==> src/rtl/crc_scrubber.sv <==
module crc_scrubber #(
  parameter int          DEPTH   = 16,
  parameter int          WORD_W  = 8,
  parameter bit          EXCL_EN = 1'b1,
  parameter int          EXCL_LO = 10,
  parameter int          EXCL_HI = 11,
  parameter logic [31:0] POLY    = 32'h04C11DB7,
  parameter logic [31:0] SEED    = 32'hFFFFFFFF
) (
  input  logic                     clk,
  input  logic                     rst_n,
  input  logic                     enable,
  input  logic                     start,
  output logic                     busy,
  output logic                     done,
  output logic                     error,
  output logic                     rd_en,
  output logic [$clog2(DEPTH)-1:0] rd_addr,
  input  logic [WORD_W-1:0]        rd_data,
  input  logic                     ref_we,
  input  logic [31:0]              ref_data
);
  localparam int AW    = $clog2(DEPTH);
  localparam int BW    = $clog2(WORD_W + 1);
  localparam int FIRST = (EXCL_EN && EXCL_LO == 0) ? EXCL_HI + 1 : 0;
  localparam int LAST  = (EXCL_EN && EXCL_HI == DEPTH - 1) ? EXCL_LO - 1 : DEPTH - 1;

  typedef enum logic [1:0] {IDLE, FETCH, LOAD, SHIFT} st_t;

  st_t               state;
  logic [AW-1:0]     addr;
  logic [BW-1:0]     bitc;
  logic [WORD_W-1:0] sh;
  logic [31:0]       crc, crc_nxt, ref_q;
  logic              done_q, err_q;
  logic              last_bit, start_ok;
  logic [AW:0]       inc, nxt_addr;

  assign crc_nxt  = {crc[30:0], 1'b0} ^ ((crc[31] ^ sh[WORD_W-1]) ? POLY : 32'h0);
  assign last_bit = (state == SHIFT) && (bitc == BW'(WORD_W - 1));
  assign start_ok = enable && start && (state == IDLE);
  assign inc      = {1'b0, addr} + 1'b1;
  assign nxt_addr = (EXCL_EN && inc == (AW+1)'(EXCL_LO)) ? (AW+1)'(EXCL_HI + 1) : inc;

  assign busy    = (state != IDLE);
  assign done    = done_q;
  assign error   = err_q;
  assign rd_en   = (state == FETCH);
  assign rd_addr = addr;

  always_ff @(posedge clk or negedge rst_n) begin
    if (!rst_n) begin
      state  <= IDLE;
      addr   <= '0;
      bitc   <= '0;
      sh     <= '0;
      crc    <= SEED;
      ref_q  <= '0;
      done_q <= 1'b0;
      err_q  <= 1'b0;
    end else begin
      done_q <= 1'b0;
      if (ref_we) ref_q <= ref_data;
      if (!enable) begin
        state <= IDLE;
      end else begin
        case (state)
          IDLE: if (start) begin
            crc   <= SEED;
            addr  <= AW'(FIRST);
            err_q <= 1'b0;
            state <= FETCH;
          end
          FETCH: state <= LOAD;
          LOAD: begin
            sh    <= rd_data;
            bitc  <= '0;
            state <= SHIFT;
          end
          SHIFT: begin
            crc  <= crc_nxt;
            sh   <= sh << 1;
            bitc <= bitc + 1'b1;
            if (last_bit) begin
              bitc <= '0;
              if (addr == AW'(LAST)) begin
                state  <= IDLE;
                done_q <= 1'b1;
                err_q  <= (crc_nxt != ref_q);
              end else begin
                addr  <= nxt_addr[AW-1:0];
                state <= FETCH;
              end
            end
          end
          default: state <= IDLE;
        endcase
      end
    end
  end


  no_excl_read_chk: assert property (@(posedge clk) disable iff (!rst_n)
    rd_en |-> !(EXCL_EN && int'(rd_addr) >= EXCL_LO && int'(rd_addr) <= EXCL_HI));


  addr_range_chk: assert property (@(posedge clk) disable iff (!rst_n)
    rd_en |-> int'(rd_addr) < DEPTH);


  done_pulse_chk: assert property (@(posedge clk) disable iff (!rst_n)
    done |=> !done);


  done_after_busy_chk: assert property (@(posedge clk) disable iff (!rst_n)
    $rose(done) |-> !busy && $past(busy));


  abort_idle_chk: assert property (@(posedge clk) disable iff (!rst_n)
    !$past(enable) |-> !busy && !done);


  err_hold_chk: assert property (@(posedge clk) disable iff (!rst_n)
    (!done && !$past(start_ok)) |-> $stable(error));


  busy_start_chk: assert property (@(posedge clk) disable iff (!rst_n)
    start_ok |=> busy);
endmodule

==> config.mk <==
export PLATFORM = sky130hd
export DESIGN_NAME = crc_scrubber
export DESIGN_NICKNAME = d
export VERILOG_FILES = /design/src/rtl/crc_scrubber.sv
export SDC_FILE = /design/constraint.sdc
export NUM_CORES = 1
export LEC_CHECK = 0
export ABC_AREA = 1
export BUFFER_PORTS_ARGS = -buffer_cell sky130_fd_sc_hd__buf_2
export CAP_MARGIN = 5
export CELL_PAD_IN_SITES_DETAIL_PLACEMENT = 0
export CELL_PAD_IN_SITES_GLOBAL_PLACEMENT = 1
export CORE_MARGIN = 2
export CORE_UTILIZATION = 43
export DETAILED_ROUTE_END_ITERATION = 16
export HOLD_SLACK_MARGIN = 0.08
export PLACE_DENSITY = 0.84
export SKIP_LAST_GASP = 1
export SLEW_MARGIN = 20
export SYNTH_ARGS = -nofsm -noshare
export SYNTH_HDL_FRONTEND = slang
export SYNTH_SLANG_ARGS = --single-unit
export TNS_END_PERCENT = 100
==> constraint.sdc <==
create_clock -name clk -period 1.8 [get_ports clk]
set_input_delay 0.36 -clock clk [delete_from_list [all_inputs] [get_ports clk]]
set_output_delay 0.36 -clock clk [all_outputs]
set_load 0.01 [all_outputs]
# Word level (Yosys, flattened, before mapping)
# Index checks and enable logic that the tools add are counted.
# W data, S select, Z words.
# totals
regBits	84
output_inout_bits	8
elab_cells	59
in_bits	45
# op_classes
addsub	2
n_mux	24
n_reduce_logical	10
bitwise_logic	2
n_eq_ne	13
# ops
cell	count
$pmux W32 S2	1
$mux W32	1
$ne A32 B32 Y1	1
$xor A32 B27 Y32	1
$mux W27	1
$mux W4	5
$pmux W4 S2	2
$pmux W8 S2	1
$reduce_and A5 Y1	2
$mux W1	8
$pmux W2 S4	1
$mux W2	3
$ne A2 B2 Y1 const B	3
$ne A3 B3 Y1 const B	2
$reduce_bool A2 Y1	3
$add A4 B1 Y5 const B	1
$eq A5 B4 Y1 const B	1
$add A4 B1 Y4 const B	1
$eq A2 B2 Y1 const B	2
$eq A4 B3 Y1 const B	1
$eq A4 B4 Y1 const B	1
$reduce_and A2 Y1	2
$reduce_and A3 Y1	1
$eq A2 B1 Y1 const B	1
5 further kinds	5

# Longest topological paths before layout
# logic_depth
ltp_word	7
mapped_depth	14
mapped_depth_nobuf	13

# Worst setup path after synthesis
# No wires, ideal clock.
# synth_path
kind	reg2reg
from	reg state[0]
to	reg crc[25]
path_stages_with_launch	9
n_path_buf	2
t_arrival_ns	1.588
slack_ns	0.130
required_ns	1.718
synth_period_minus_slack_ns	1.670
setup_ns	0.082
cell_sequence	dfrtp_1 -> inv_1 -> ha_1 -> inv_1 -> nor2_1 -> nor2_1 -> buf_2 -> buf_2 -> a22oi_1
# synth_between
elab_chain_cells	3
word_cells_on_any_way	6
classes_between	eq/ne: 2; mux: 1; reduce/logical: 3
# synth_rtl
item	line	source
start: declaration	30	st_t state;
start signal: assignment	53	state <= IDLE;
start signal: assignment	65	state <= IDLE;
start signal: assignment	72	state <= FETCH;
$eq A2 B2 Y1 / $logic_not A2 Y1 (equally long branches)	67	case (state)
$reduce_bool A2 Y1 (no source line) / $ne A2 B2 Y1 (equally long branches)	-	
$reduce_and A3 Y1 (no source line)	-	
end signal: assignment	81	crc <= crc_nxt;
end: declaration	34	logic [31:0] crc, crc_nxt, ref_q;
# Parallel ways exist; a longest one is shown, timed or not.
# A chain may end at the register's enable or synchronous reset.

# Final worst setup path
# layout_path
from	reg state[1]
to	out busy
# layout_between
elab_chain_cells	1
# layout_rtl
item	line	source
$reduce_bool A2 Y1	45	assign busy = (state != IDLE);
end: declaration	14	output logic busy,
# No other way between the ends.

==> impl_metrics.ini <==
[sta]
hold_ws_ns = 0.192
worst_pin_slew_ns = 0.452
fin_ws_ns = 0.136
setup_viol = 0
rsz0062_at_grt = true
finalClockSkew_ns = 0.0110
slew_viol_final = 0
hold_violations = 0
slew-limit-headroom_pct = 69.9
fin_crit_sh_pct = 92.4
layout_min_cycle_time_ns = 1.66
timing.fmax_mhz = 601

[finish]
stdcell_area_um2 = 5030
fin_util_pct = 51.9
n_antenna_cell = 0
final_cell_count_no_fill = 736
layout-drive-gt1-share_pct = 24.0
nets = 650
area_growth_syn_to_layout_pct = 18.3

[job]
maxCapViolations = 0

[worst_hold_path]
hold_class = primary input to flop
hold_start = ref_data[28]

[cts]
cts-root-buf = clkbuf_8
cts_buffer_depth = 2
cts_buffers = 9
clock_latency_ns = 0.37
cts_max_level = 3
cts_tree = done
clkTransAtPathRegs_ns = 0.09
cts.sinks = 84

[pwr]
p_int_w = 0.00373
switching_share_pct = 35.4
clockPowerShare_pct = 27.1
p_leak_nw = 2.60
power_frac_seq_pct = 41.7
power_density_nw_per_um2 = 1150
combPwrFrac_pct = 31.2
p_sw_w = 0.00205
ir_worst_vdd_mv = 0.636

[place]
io_buffers = 52
place_congestion = 0.879
dp.cells = 718
placed_area_um2 = 4750
dp_slack_ns = 0.0670
hpwl_mm = 6.79

[worst_setup_path]
arrival_ns = 1.30
cp_cell_sequence = inv_1 -> ha_2 -> inv_2 -> buf_2
cpMaxStageDelayCell = dfrtp_1
path_max_fanout = 4
crit_path_start = state[1]
endpoint_kind = primary output
max_stage_delay_ns = 0.42
required_ns = 1.44
reg2reg_from = crc[31]
setup.worst_path.start_class = flop
crit_type = flop to primary output
ff2ff_setup_slack_ns = 0.14

[routing]
dr.max_layer_used = met4
met3_length_um = 429
drc_errors = 0
totalWireLength_mm = 9.66
wl_per_cell_um = 13.1
drt_iter0_drc = 107
wl_met1_mm = 4.70
dr_total_vias = 3526
firstDrtPassIters = 5
vias_per_cell = 4.79
ant_nets = 0
dr_wl_met2_mm = 4.39

[grt]
grt_max_degree = 85
antenna_found_initial = 0
grt-ovfl-total = 0
grt_usage_pct = 19.8
grt_pass1_vias = 3422
grt_pass1_wl_mm = 16.2

[logic_synthesis]
netlist_instances = 534
ys_ff_latch = 84
synth_nets = 586
syn_avg_cell_area_um2 = 7.96
yosysUniqueCellTypes = 28
synth-warning-count = 0
synth-seq-area-share_pct = 50.4
synth_area_um2 = 4250

[floorplan]
initial_core_util_pct = 43.9
die_w_um = 103
die-area_um2 = 10700
core_um2 = 9680
fp-row-count = 36
io_pins = 53
die_h_um = 103

[status]
status = complete, no violations
## layer usage
layer,up-vias,GRT usage (%)
met1,1649,27.6
met5,-,0
li1,1799,-
met2,68,30.6
met3,10,3.09
met4,0,9.21
## worst max-delay path, delay by kind of cell, from the launching register on
family | cells | cell delay [ns]
fa+ha+maj | 1 | 0.21
buf+inv | 3 | 0.30
flops | 1 | 0.42
## area by class of cell
class                           instances  area [um2]
Timing Repair Buffer                   69         430
Multi-Input combinational cell        354        1760
Inverter                               80         300
Sequential cell                        84        2140
Fill cell                             957        4660
Clock inverter                          4        72.6
Clock buffer                           12         155
Tap cell                              133         166
## metrics by stage
step	TNS (ns)	total power, W
finish	0	0.00578
global placement	0	0.00411
global route	-0.0374	0.00622
floorplan	0	0.00363
detailed placement	0	0.00416
CTS	0	0.00574
## cells by family after synthesis
group                      after synthesis  share of synthesized area [%]
and+or+nand+nor                        247                           23.9
buffers and inverters                   96                           8.95
AOI/OAI and AO/OA                       85                           11.2
DFF                                     84                           50.4
xor gates and xnor gates                 9                           1.86
adders and majority gates                7                           2.06
muxes                                    6                           1.59
## worst paths after layout
| kind | to | cells after the start |
|---|---|---|
| hold reg to reg | sh[0] | 2 |
| setup / recovery | busy | 4 |
| max in group asynchronous | crc[6] | 3 |
| setup reg to reg | error | 12 |
| hold / removal | ref_q[28] | 3 |
| min in group asynchronous | ref_q[28] | 3 |
## synth_stat cells
library cell    n  area [um2]
nor2_2          1        6.26
nand4_1         1        6.26
nand3_1        26         130
xor2_1          8        70.1
nand2_2        12        75.1
buf_1           1        3.75
clkbuf_1        9        33.8
o22ai_1         1        6.26
mux2_2          6        67.6
inv_1          76         285
xnor2_1         1        8.76
buf_6           2        22.5
nor3_1          1        5.00
ha_1            7        87.6
o31ai_1         1        7.51
inv_2           4        15.0
nand3b_1        1        7.51
buf_2           4        20.0
nor2_1         38         143
nor4_1          1        6.26
dfstp_2        32         841
o21ai_0        53         265
nand2_1       165         619
nor3_4          1        16.3
a21oi_1         7        35.0
a31oi_1         7        43.8
dfrtp_1        52        1300
a22oi_1        16         120
## timing repair
item	CTS	global route
hold buffers	1	0
gates resized for setup	0	10
buffers inserted	0	1
setup endpoints to repair	0	26
endpoints found under the hold margin	52	0
## layout by cell type (no fill, tap or decap), drive strengths merged
| cell | n |
|---|---|
| o22ai | 1 |
| nor2 | 39 |
| a31oi | 7 |
| mux2 | 6 |
| nand3 | 26 |
| clkinv | 1 |
| buf | 68 |
| clkinvlp | 1 |
| ha | 7 |
| o31ai | 1 |
| a21oi | 7 |
| xor2 | 8 |
| o21ai | 53 |
| nand3b | 1 |
| dfstp | 32 |
| dfrtp | 52 |
| dlygate4sd3 | 1 |
| nand2 | 177 |
| a22oi | 16 |
| bufinv | 2 |
| nor4 | 1 |
| nor3 | 2 |
| inv | 80 |
| xnor2 | 1 |
| nand4 | 1 |
| clkbuf | 12 |
## state kept, by name, indices dropped and copies added, names as in the netlist
| name | cells |
|---|---|
| bitc | 4 |
| crc | 32 |
| done | 1 |
| error | 1 |
| rd_addr | 4 |
| ref_q | 32 |
| sh | 8 |
| state | 2 |
## power groups by stage
| stage | combinational, W | clock [W] | sequential (W) |
|---|---|---|---|
| after global placement | 0.00168 | 0 | 0.00243 |
| after CTS | 0.00173 | 0.00160 | 0.00241 |
| final | 0.00180 | 0.00157 | 0.00241 |
| after global routing | 0.00210 | 0.00167 | 0.00246 |
| after floorplan | 0.00124 | 0 | 0.00238 |
| after detailed placement | 0.00172 | 0 | 0.00244 |
Note: power is estimated with default switching activity, not from simulation.
